`src/rtl/xdp_pkg.sv`:
```
// Package: shared selector encoding for the register-file write port.
// Assumes: nothing beyond IEEE 1800-2017.
package xdp_pkg;
    typedef enum logic {
        CFG_BIAS   = 1'b0,
        CFG_WEIGHT = 1'b1
    } cfg_sel_e;
endpackage

```
`src/rtl/xdp_pair_in.sv`:
```
// Pair intake: joins the two converter streams, forms the signed
// positive-minus-negative difference and tracks the neuron index.
// Assumes: samples are unsigned codes; a pair is taken only when both
// streams are valid, so each stream's ready mirrors the other's valid.
module xdp_pair_in #(
    parameter int N_NEUR = 48,
    parameter int SAMP_W = 10,
    parameter int IDX_W  = 6,
    parameter int DIFF_W = 11
) (
    input  logic                     clk,
    input  logic                     rst_n,
    input  logic                     final_mode,
    input  logic                     pos_valid,
    input  logic [SAMP_W-1:0]        pos_data,
    input  logic                     neg_valid,
    input  logic [SAMP_W-1:0]        neg_data,
    output logic                     pos_ready,
    output logic                     neg_ready,
    output logic                     s1_valid,
    output logic [IDX_W-1:0]         s1_idx,
    output logic                     s1_final,
    output logic signed [DIFF_W-1:0] s1_diff
);
    localparam logic [IDX_W-1:0]         LAST_IDX = IDX_W'(N_NEUR - 1);
    localparam logic signed [DIFF_W-1:0] MAX_MAG  = DIFF_W'((1 << SAMP_W) - 1);

    logic             take;
    logic [IDX_W-1:0] idx;

    // Handshake: a stream may only advance together with its partner.
    always_comb begin
        take      = pos_valid && neg_valid;
        pos_ready = neg_valid;
        neg_ready = pos_valid;
    end

    // Stage 1 register and neuron index counter.
    always_ff @(posedge clk) begin
        if (!rst_n) begin
            idx      <= '0;
            s1_valid <= 1'b0;
            s1_idx   <= '0;
            s1_final <= 1'b0;
            s1_diff  <= '0;
        end else begin
            s1_valid <= take;
            if (take) begin
                s1_idx   <= idx;
                s1_final <= final_mode;
                s1_diff  <= $signed({1'b0, pos_data}) - $signed({1'b0, neg_data});
                idx      <= (idx == LAST_IDX) ? '0 : idx + IDX_W'(1);
            end
        end
    end

    AST_IDX_WRAP: assert property (@(posedge clk) disable iff (!rst_n)
        (take && idx == LAST_IDX) |=> (idx == '0));

    AST_DIFF_SPAN: assert property (@(posedge clk) disable iff (!rst_n)
        s1_valid |-> (s1_diff <= MAX_MAG && s1_diff >= -MAX_MAG));
endmodule

```
`src/rtl/xdp_act_stage.sv`:
```
// Activation stage: adds the neuron bias to the difference, clamps the
// sum to the difference width and rectifies it.
// Assumes: bias has the same signed width as the difference.
module xdp_act_stage #(
    parameter int IDX_W  = 6,
    parameter int DIFF_W = 11
) (
    input  logic                     clk,
    input  logic                     rst_n,
    input  logic                     s1_valid,
    input  logic [IDX_W-1:0]         s1_idx,
    input  logic                     s1_final,
    input  logic signed [DIFF_W-1:0] s1_diff,
    input  logic signed [DIFF_W-1:0] bias,
    output logic                     s2_valid,
    output logic [IDX_W-1:0]         s2_idx,
    output logic                     s2_final,
    output logic signed [DIFF_W-1:0] s2_act
);
    localparam logic signed [DIFF_W:0] HI = (DIFF_W+1)'((1 << (DIFF_W - 1)) - 1);
    localparam logic signed [DIFF_W:0] LO = -(DIFF_W+1)'(1 << (DIFF_W - 1));

    logic signed [DIFF_W:0]   wide_sum;
    logic signed [DIFF_W-1:0] clamped;
    logic signed [DIFF_W-1:0] rect;

    // Bias add with one guard bit, clamp, then rectifier.
    always_comb begin
        wide_sum = $signed({s1_diff[DIFF_W-1], s1_diff}) + $signed({bias[DIFF_W-1], bias});
        if (wide_sum > HI)      clamped = HI[DIFF_W-1:0];
        else if (wide_sum < LO) clamped = LO[DIFF_W-1:0];
        else                    clamped = wide_sum[DIFF_W-1:0];
        rect = clamped[DIFF_W-1] ? '0 : clamped;
    end

    // Stage 2 register.
    always_ff @(posedge clk) begin
        if (!rst_n) begin
            s2_valid <= 1'b0;
            s2_idx   <= '0;
            s2_final <= 1'b0;
            s2_act   <= '0;
        end else begin
            s2_valid <= s1_valid;
            if (s1_valid) begin
                s2_idx   <= s1_idx;
                s2_final <= s1_final;
                s2_act   <= rect;
            end
        end
    end
endmodule

```
`src/rtl/xdp_final_acc.sv`:
```
// Output stage: in hidden mode passes the rectified value through; in
// final mode multiplies it by the output weight and accumulates the
// products with saturation, emitting one sum at the last neuron.
// Assumes: ACC_W >= DIFF_W; mode is constant across a vector.
module xdp_final_acc #(
    parameter int N_NEUR = 48,
    parameter int IDX_W  = 6,
    parameter int DIFF_W = 11,
    parameter int WGT_W  = 8,
    parameter int ACC_W  = 20
) (
    input  logic                     clk,
    input  logic                     rst_n,
    input  logic                     s2_valid,
    input  logic [IDX_W-1:0]         s2_idx,
    input  logic                     s2_final,
    input  logic signed [DIFF_W-1:0] s2_act,
    input  logic signed [WGT_W-1:0]  wgt,
    output logic                     s4_valid,
    output logic                     s4_last,
    output logic                     s4_final,
    output logic signed [ACC_W-1:0]  s4_data
);
    localparam int PROD_W = DIFF_W + WGT_W;
    localparam int SUM_W  = ((ACC_W > PROD_W) ? ACC_W : PROD_W) + 1;
    localparam logic [IDX_W-1:0]       LAST_IDX = IDX_W'(N_NEUR - 1);
    localparam logic signed [SUM_W-1:0] ACC_HI = SUM_W'((64'sd1 <<< (ACC_W - 1)) - 1);
    localparam logic signed [SUM_W-1:0] ACC_LO = -SUM_W'(64'sd1 <<< (ACC_W - 1));

    logic                     s3_valid, s3_final, s3_first, s3_last;
    logic signed [PROD_W-1:0] s3_val;
    logic signed [ACC_W-1:0]  acc;
    logic signed [SUM_W-1:0]  base_w, val_w, sum_w;
    logic signed [ACC_W-1:0]  sum_sat;

    // Stage 3: product in final mode, sign-extended value in hidden mode.
    always_ff @(posedge clk) begin
        if (!rst_n) begin
            s3_valid <= 1'b0;
            s3_final <= 1'b0;
            s3_first <= 1'b0;
            s3_last  <= 1'b0;
            s3_val   <= '0;
        end else begin
            s3_valid <= s2_valid;
            if (s2_valid) begin
                s3_final <= s2_final;
                s3_first <= (s2_idx == '0);
                s3_last  <= (s2_idx == LAST_IDX);
                s3_val   <= s2_final ? PROD_W'(s2_act * wgt)
                                     : {{WGT_W{s2_act[DIFF_W-1]}}, s2_act};
            end
        end
    end

    // Saturating sum of the running total (or zero on neuron 0) and the product.
    always_comb begin
        base_w = s3_first ? '0 : {{(SUM_W-ACC_W){acc[ACC_W-1]}}, acc};
        val_w  = {{(SUM_W-PROD_W){s3_val[PROD_W-1]}}, s3_val};
        sum_w  = base_w + val_w;
        if (sum_w > ACC_HI)      sum_sat = ACC_HI[ACC_W-1:0];
        else if (sum_w < ACC_LO) sum_sat = ACC_LO[ACC_W-1:0];
        else                     sum_sat = sum_w[ACC_W-1:0];
    end

    // Stage 4: accumulator update and output word formation.
    always_ff @(posedge clk) begin
        if (!rst_n) begin
            acc      <= '0;
            s4_valid <= 1'b0;
            s4_last  <= 1'b0;
            s4_final <= 1'b0;
            s4_data  <= '0;
        end else begin
            s4_valid <= s3_valid && (!s3_final || s3_last);
            s4_last  <= s3_valid && s3_last;
            s4_final <= s3_valid && s3_final;
            if (s3_valid && s3_final) begin
                acc     <= sum_sat;
                s4_data <= sum_sat;
            end else if (s3_valid) begin
                s4_data <= val_w[ACC_W-1:0];
            end
        end
    end

    AST_ACC_HOLD: assert property (@(posedge clk) disable iff (!rst_n)
        !(s3_valid && s3_final) |=> $stable(acc));
endmodule

```
`src/rtl/xdp_delay.sv`:
```
// Delay line: pads the compute pipeline up to the fixed total latency.
// Assumes: DEPTH >= 0; depth 0 is a plain wire.
module xdp_delay #(
    parameter int W     = 8,
    parameter int DEPTH = 6
) (
    input  logic         clk,
    input  logic         rst_n,
    input  logic [W-1:0] din,
    output logic [W-1:0] dout
);
    generate
        if (DEPTH == 0) begin : g_wire
            assign dout = din;
        end else begin : g_regs
            logic [W-1:0] pipe [DEPTH];
            // Shift register, cleared by reset.
            always_ff @(posedge clk) begin
                if (!rst_n) begin
                    for (int i = 0; i < DEPTH; i++) pipe[i] <= '0;
                end else begin
                    pipe[0] <= din;
                    for (int i = 1; i < DEPTH; i++) pipe[i] <= pipe[i-1];
                end
            end
            assign dout = pipe[DEPTH-1];
        end
    endgenerate
endmodule

```
`src/rtl/xbar_diff_post.sv`:
```
// Top: differential crossbar layer post-processor. Pairs the two
// converter streams, subtracts, biases, rectifies, and either streams
// the hidden results or reduces them to one weighted sum.
// Assumes: LAT >= 4, ACC_W >= SAMP_W+1, register files loaded before use,
// final_mode held constant for a whole vector.
module xbar_diff_post #(
    parameter int N_NEUR = 48,
    parameter int SAMP_W = 10,
    parameter int WGT_W  = 8,
    parameter int ACC_W  = 20,
    parameter int LAT    = 10,
    localparam int IDX_W  = $clog2(N_NEUR),
    localparam int DIFF_W = SAMP_W + 1,
    localparam int CFG_W  = (DIFF_W > WGT_W) ? DIFF_W : WGT_W
) (
    input  logic              clk,
    input  logic              rst_n,
    input  logic              final_mode,
    input  logic              pos_valid,
    input  logic [SAMP_W-1:0] pos_data,
    output logic              pos_ready,
    input  logic              neg_valid,
    input  logic [SAMP_W-1:0] neg_data,
    output logic              neg_ready,
    input  logic              cfg_we,
    input  logic              cfg_sel,
    input  logic [IDX_W-1:0]  cfg_addr,
    input  logic [CFG_W-1:0]  cfg_data,
    output logic              out_valid,
    output logic              out_last,
    output logic [ACC_W-1:0]  out_data
);
    import xdp_pkg::*;

    localparam int STAGES = 4;
    localparam int DLY    = LAT - STAGES;
    localparam int OUT_BUS = ACC_W + 3;

    logic signed [DIFF_W-1:0] bias_rf [N_NEUR];
    logic signed [WGT_W-1:0]  wgt_rf  [N_NEUR];

    logic                     s1_valid, s1_final, s2_valid, s2_final;
    logic [IDX_W-1:0]         s1_idx, s2_idx;
    logic signed [DIFF_W-1:0] s1_diff, s2_act;
    logic                     s4_valid, s4_last, s4_final, out_final;
    logic signed [ACC_W-1:0]  s4_data;
    logic [OUT_BUS-1:0]       bus_in, bus_out;

    // Register files: bias and output weight per neuron.
    always_ff @(posedge clk) begin
        if (!rst_n) begin
            for (int i = 0; i < N_NEUR; i++) begin
                bias_rf[i] <= '0;
                wgt_rf[i]  <= '0;
            end
        end else if (cfg_we) begin
            if (cfg_sel == CFG_BIAS) bias_rf[cfg_addr] <= cfg_data[DIFF_W-1:0];
            else                     wgt_rf[cfg_addr]  <= cfg_data[WGT_W-1:0];
        end
    end

    xdp_pair_in #(
        .N_NEUR (N_NEUR),
        .SAMP_W (SAMP_W),
        .IDX_W  (IDX_W),
        .DIFF_W (DIFF_W)
    ) i_pair_in (
        .clk        (clk),
        .rst_n      (rst_n),
        .final_mode (final_mode),
        .pos_valid  (pos_valid),
        .pos_data   (pos_data),
        .neg_valid  (neg_valid),
        .neg_data   (neg_data),
        .pos_ready  (pos_ready),
        .neg_ready  (neg_ready),
        .s1_valid   (s1_valid),
        .s1_idx     (s1_idx),
        .s1_final   (s1_final),
        .s1_diff    (s1_diff)
    );

    xdp_act_stage #(
        .IDX_W  (IDX_W),
        .DIFF_W (DIFF_W)
    ) i_act_stage (
        .clk      (clk),
        .rst_n    (rst_n),
        .s1_valid (s1_valid),
        .s1_idx   (s1_idx),
        .s1_final (s1_final),
        .s1_diff  (s1_diff),
        .bias     (bias_rf[s1_idx]),
        .s2_valid (s2_valid),
        .s2_idx   (s2_idx),
        .s2_final (s2_final),
        .s2_act   (s2_act)
    );

    xdp_final_acc #(
        .N_NEUR (N_NEUR),
        .IDX_W  (IDX_W),
        .DIFF_W (DIFF_W),
        .WGT_W  (WGT_W),
        .ACC_W  (ACC_W)
    ) i_final_acc (
        .clk      (clk),
        .rst_n    (rst_n),
        .s2_valid (s2_valid),
        .s2_idx   (s2_idx),
        .s2_final (s2_final),
        .s2_act   (s2_act),
        .wgt      (wgt_rf[s2_idx]),
        .s4_valid (s4_valid),
        .s4_last  (s4_last),
        .s4_final (s4_final),
        .s4_data  (s4_data)
    );

    // Pack the stage-4 word for the latency padding.
    assign bus_in = {s4_valid, s4_last, s4_final, s4_data};

    xdp_delay #(
        .W     (OUT_BUS),
        .DEPTH (DLY)
    ) i_delay (
        .clk   (clk),
        .rst_n (rst_n),
        .din   (bus_in),
        .dout  (bus_out)
    );

    // Unpack the delayed word onto the output ports.
    assign {out_valid, out_last, out_final, out_data} = bus_out;

    AST_PAIR_TAKE: assert property (@(posedge clk) disable iff (!rst_n)
        s1_valid |-> $past(pos_valid && neg_valid));

    AST_HIDDEN_NONNEG: assert property (@(posedge clk) disable iff (!rst_n)
        (out_valid && !out_final) |-> !out_data[ACC_W-1]);

    AST_FINAL_LAST: assert property (@(posedge clk) disable iff (!rst_n)
        (out_valid && out_final) |-> out_last);
endmodule

```
`config.mk`:
```
export PLATFORM = sky130hd
export DESIGN_NAME = xbar_diff_post
export DESIGN_NICKNAME = d
export VERILOG_FILES = /design/src/rtl/xdp_pkg.sv /design/src/rtl/xdp_pair_in.sv /design/src/rtl/xdp_act_stage.sv /design/src/rtl/xdp_final_acc.sv /design/src/rtl/xdp_delay.sv /design/src/rtl/xbar_diff_post.sv
export SDC_FILE = /design/constraint.sdc
export NUM_CORES = 2
export LEC_CHECK = 0
export BUFFER_PORTS_ARGS = -buffer_cell sky130_fd_sc_hd__buf_2
export CAP_MARGIN = 30
export CORE_ASPECT_RATIO = 0.5
export CORE_UTILIZATION = 35
export DETAILED_ROUTE_END_ITERATION = 10
export PLACE_DENSITY = 0.51
export SYNTH_ARGS = -nofsm -noshare
export SYNTH_HDL_FRONTEND = slang
export SYNTH_SLANG_ARGS = --single-unit
```
`constraint.sdc`:
```
create_clock -name clk -period 5.5 [get_ports clk]
set_input_delay 1.1 -clock clk [delete_from_list [all_inputs] [get_ports clk]]
set_output_delay 1.1 -clock clk [all_outputs]
set_load 0.005 [all_outputs]
```
Word level (Yosys, flattened, before mapping):

Memories as Yosys holds them, arrays and structs flattened. A register that Yosys moved wholly into a read port is not among the register bits.
Cells that the tools add are included.

* register bits: 109
* RAM bits: 1050
* input port bits: 44
* output and inout bits: 24
* memories: 3

* add/sub/neg operators: 4
* $mul: 1
* magnitude comparators: 4
* equality and inequality tests: 2
* mux-type cells: 36
* bitwise logic cells: 6
* reduce and logical (&&, ||, !) cells: 10

Memory list
* bias_rf: words 48, width 11, read ports 1, clocked after Yosys merged registers in 1, wr ports 48, line xbar_diff_post.sv:39 `logic signed [DIFF_W-1:0] bias_rf [N_NEUR];`
* wgt_rf: words 48, width 8, read ports 1, clocked after Yosys merged registers in 1, wr ports 48, line xbar_diff_post.sv:40 `logic signed [WGT_W-1:0] wgt_rf [N_NEUR];`
* i_delay.g_regs.pipe: words 6, width 23, read ports 6, clocked after Yosys merged registers in 0, wr ports 6, line xdp_delay.sv:16 `logic [W-1:0] pipe [DEPTH];`

Operators with widths (count)
* $mux W23: 6
* $mux W20: 4
* $mux W6: 7
* $mux W11: 3
* $add A21 B19 Y21: 1
* $gt A21 B20 Y1 const B: 1
* $lt A21 B20 Y1 const B: 1
* $mux W21: 1
* $mul A11 B8 Y19: 1
* $mux W19: 1
* $add A11 B11 Y12: 1
* $eq A6 B6 Y1 const B: 2
* $gt A12 B11 Y1 const B: 1
* $lt A12 B11 Y1 const B: 1
* $mux W1: 12
* $reduce_or A11 Y1: 1
* $sub A10 B10 Y11: 1
* $mux W10: 1
* $mux W8: 1
* $reduce_or A8 Y1: 1
* $add A6 B1 Y6 const B: 1
* $logic_not A6 Y1: 1
* $or A1 B1 Y1: 6
* $logic_and A1 B1 Y1: 4
* other kinds (3): 3

Longest topological paths before layout:

* word-level depth: 6
* depth in mapped cells: 24
* depth with buffers taken out: 22

Hierarchy:

Synthesis repeated with hierarchy kept, for this count alone.

* cell total of the unflattened synthesis: 4733
* area, all modules: 67395.9 sq um

By module, submodules not included
* xbar_diff_post: times used 1, cells each 3277, area each 53805.4 sq um, seq. area each 36515.0 sq um
* xdp_final_acc: times used 1, cells each 834, area each 7081.8 sq um, seq. area each 1321.3 sq um
* xdp_delay: times used 1, cells each 314, area each 3967.6 sq um, seq. area each 2762.6 sq um
* xdp_pair_in: times used 1, cells each 168, area each 1362.6 sq um, seq. area each 500.5 sq um
* xdp_act_stage: times used 1, cells each 140, area each 1178.6 sq um, seq. area each 360.3 sq um

Least setup slack after synthesis:

Ideal clock, no wire load.

* kind: flip-flop to flip-flop
* start: register with a tool-made name
* end: register i_final_acc.s3_val[18]
* setup time: 0.122 ns
* data arrival time: 6.014 ns
* path slack: -0.636 ns
* cell stages (with the launch flop): 23
* buffers on the path: 2
* cell sequence: dfxtp_1 -> clkbuf_1 -> clkbuf_1 -> mux4_2 -> mux4_2 -> mux4_2 -> nand2_1 -> fa_1 -> fa_1 -> inv_1 -> fa_1 -> inv_1 -> fa_1 -> inv_1 -> ha_1 -> o21ai_0 -> a21oi_1 -> o211ai_1 -> a21oi_1 -> o31ai_1 -> o21ai_0 -> xnor2_1 -> o21ai_0

RTL lines
* end signal: assignment: line xdp_final_acc.sv:50 `s3_val <= s2_final ? PROD_W'(s2_act * wgt)`
* end: declaration: line xdp_final_acc.sv:31 `logic signed [PROD_W-1:0] s3_val;`

==> impl_results.md <==
* Final hold violation count at 0
* Area Overhead vs Synth at 14.20%
* Post-route ant nets at 0
* Largest family of logic cells by synthesized area: multiplexers
* I/O Buffers at 67
* Die width at 615.2 um
* Post-Syn Nets at 4,590
* Rows at 112
* Synth unique cells at 60
* Cell count after placement at 6,916
* Met3 wire length at 10,420 um
* Final Routed Wirelength at 181,600 um
* Critical path peak fanout at 13
* Clk root buf: clkbuf_16
* Post-synthesis simple-gate area fraction at 0.1353
* Hold path start: i_delay.g_regs.pipe[2][7]$_SDFF_PN0_
* EDFF count, synth at 1,216
* Layout net count at 4,761
* Slew @ Worst Pin at 1.006 ns
* Arr. time, crit path at 6.94 ns
* CTS tree: done
* First-pass GRT wire length at 264,800 um
* RSZ-0062 raised after global routing: yes
* Clk Latency, worst-skew pair at 0.80 ns
* Fillers at 17,120
* P per Cell Area at 316.4 nW/um^2
* Sequential fraction of the synthesis area at 0.6316
* Yosys reg bits at 1,468
* Slew headroom at 0.3223
* Overflow after GRT at 0
* Worst Setup Path Type: reg -> reg
* DRT met1 WL at 83,350 um
* Worst-case reg-to-reg path depth at 21
* XOR/XNOR Fraction of Synth Area at 0.004658
* Initial antenna violation count at 18
* Final weighted congestion in routability-driven placement at 0.8641
* Most common cell after layout, fill and taps aside: edfxtp_1
* Startpoint Class: register
* Delay-heaviest family, CP: adder cells
* First drt pass iteration count at 5
* Post-Route Skew at 0.05457 ns
* Mapped Cells at 4,405
* Placed cell area at 70,410 sq um
* Layout cell share with drive strength beyond 1 at 0.2127
* Initial drt markers at 3,626
* GRT Total Usage at 0.1902
* CP max stage delay at 0.55 ns
* Vias in the first global route at 37,120
* Hold EP: i_delay.g_regs.pipe[3][7]$_SDFF_PN0_
* Prevailing post-synth register cell: edfxtp_1
* Sink Count at 1,468
* CTS Buf Count at 151
* R2R Setup Slk at -0.75 ns
* Placed wire-length estimate at 120,700 um
* Endpoint type of the worst setup path: register
* Post-Synth Adder-Cell Area at 0.03274
* Hold depth at 1
* Compound-Gate Fraction of Synth Area at 0.03067
* Worst EP required at 6.19 ns
* Commonest non-fill, non-tap cells in the layout: edfxtp_1, and2_1, mux4_2, dfxtp_1, buf_4
* Pin count of the biggest net entering global routing at 116
* Core footprint at 186,700 sq um
* Violated checks: negative setup slack
* Vias per cell at 5.194
* H-tree Lvls at 4
* CP max-delay cell: mux4_2
* Cts hold-fix bufs at 0
* Worst vdd ir at 227.2 uV
* Hold Crit Class: reg -> reg
* Final max-slew violation count at 0
* PnR worst setup slack at -0.7484 ns
* Syn_area_per_cell at 14.94 sq um
* Async SR Flop Fraction at 0
* Mapped cell area at 65,800 sq um
* Fmax at 160.0 MHz
* IO Count at 68
* Ys Warns at 0
* Finished Cell Area at 75,150 sq um
* CTS Buffer Depth at 4
* Die Ht at 308.6 um
* Final setup viols at 13
* Final cell count without fillers at 7,189
* R2r endpoint: i_final_acc.s3_val[17]$_SDFFE_PN0P_
* Starting Density at 0.3525
* Vias at 37,340
* WL met2 at 84,590 um
* Final period util at 1.136
* Cell breakdown of the critical path: buf_12 > buf_12 > mux4_2 > mux4_2 > mux4_2 > buf_4 > and2_1 > fa_2 > fa_1 > inv_2 > fa_1 > fa_1 > inv_2 > ha_4 > a21oi_4 > o211ai_1 > a41o_1 > a21oi_1 > o41ai_2 > xnor2_1 > o21ai_0
* DR DRC count at 0
* Status: finished, violations left
* Uppermost routed layer: met5
* Max-Cap Viols at 0
* Pleak at 25.88 nW
* Routed len/inst at 25.26 um
* Critical path buffers and inverters at 5
* Reg clk slew, reported paths at 0.08 ns
* Final worst path period need at 6.248 ns
* Post-synthesis mux area share at 0.1391
* Die ar. at 189,900 sq um
-- synth_stat cells, types with 6 or more instances --
library cell / number / area (sq um)
a211oi_1: 15 / 112.6
a21o_1: 15 / 112.6
a21oi_1: 73 / 365.4
a22oi_1: 16 / 120.1
and2_1: 1103 / 6900
and3_1: 9 / 56.30
buf_1: 28 / 105.1
buf_2: 23 / 115.1
buf_4: 6 / 45.04
clkbuf_1: 276 / 1036
dfxtp_1: 252 / 5045
edfxtp_1: 1216 / 36520
fa_1: 52 / 1041
ha_1: 89 / 1114
inv_1: 107 / 401.6
mux2i_1: 18 / 180.2
mux4_2: 398 / 8964
nand2_1: 111 / 416.7
nand2b_1: 29 / 181.4
nand3_1: 21 / 105.1
nor2_1: 215 / 807.0
nor2b_1: 26 / 162.7
nor3_1: 13 / 65.06
o211ai_1: 10 / 75.07
o21a_1: 8 / 60.06
o21ai_0: 168 / 840.8
xnor2_1: 23 / 201.4
xor2_1: 12 / 105.1
-- kinds of logic (layout without fill, tap and decap cells) --
group,count (synthesis),after routing
AOI/OAI and AO/OA,346,346
xor gates and xnor gates,35,35
adders and majority gates,141,141
buffers and inverters,441,712
DFF,1468,1468
muxes,417,418
other,0,4
and+or+nand+nor,1557,1557
-- timing repair --
action	CTS	global route
setup buffers	2	2
endpoints found under the setup margin	13	14
gates cloned	1	1
resized for setup	14	4
hold endpoints to repair	0	0
pin swaps	0	4
-- worst max-delay path by stage --
stage | cells after the start | to | slack [ns] | from
3_5_place_dp | 22 | i_final_acc.s3_val[16]$_SDFFE_PN0P_ | -0.78 | register
2_1_floorplan | 20 | i_final_acc.s3_val[17]$_SDFFE_PN0P_ | -0.21 | register
6_report | 21 | i_final_acc.s3_val[17]$_SDFFE_PN0P_ | -0.75 | register
3_3_place_gp | 22 | i_final_acc.s3_val[16]$_SDFFE_PN0P_ | -0.78 | register
5_1_grt | 22 | i_final_acc.s3_val[16]$_SDFFE_PN0P_ | -1.02 | register
4_1_cts | 22 | i_final_acc.s3_val[16]$_SDFFE_PN0P_ | -0.76 | register
-- layer usage --
layer / vias up / track usage
met1: 19600 / 0.2766
li1: 16410 / -
met4: 2 / 0.03789
met5: - / 0
met2: 1133 / 0.3045
met3: 197 / 0.02826
-- flip-flops by register name (all words and copies together), names as in the netlist, 6 cells and up, named ones only --
name	cells
i_delay.g_regs.pipe	132
i_pair_in.idx	6
i_act_stage.s2_idx	6
i_act_stage.s2_act	10
i_pair_in.s1_idx	6
i_final_acc.s3_val	19
i_pair_in.s1_diff	11
wgt_rf	512
i_final_acc.s4_data	20
bias_rf	704
i_final_acc.acc	20
-- area by class of cell --
| class | instances | area [sq um] | area share |
|---|---|---|---|
| sequential | 1468 | 41580 | 0.5533 |
| multi-input combinational | 2497 | 22720 | 0.3024 |
| clock buffer | 193 | 4063 | 0.05406 |
| tap | 2508 | 3138 | 0.04176 |
| timing repair buffer | 350 | 2760 | 0.03673 |
| clock inverter | 61 | 467.9 | 0.006227 |
| inverter | 108 | 405.4 | 0.005394 |
| antenna | 4 | 10.01 | 0.0001332 |
-- stage by stage --
stage	setup slack [ns]	power, mW	utilization	TNS (ns)	hold WS, ns
after global placement	-0.7803	14.19	0.3764	-6.509	0.4137
after floorplan	-0.2084	13.50	-	-1.026	0.4042
after CTS	-0.7628	24.00	0.4019	-6.701	0.4319
final	-0.7484	23.78	0.4026	-6.277	0.4287
after detailed placement	-0.7777	14.21	0.3772	-6.876	0.4169
after global routing	-1.023	24.54	0.4026	-9.986	0.4416
-- power breakdown --
part           switching [mW]  internal (mW)  leakage (nW)
Combinational           0.890          0.542          10.2
Sequential              0.174           12.4          13.4
Clock                    4.34           5.46          2.22
Total                    5.40           18.4          25.9
Power figures use the tool's default switching activity.
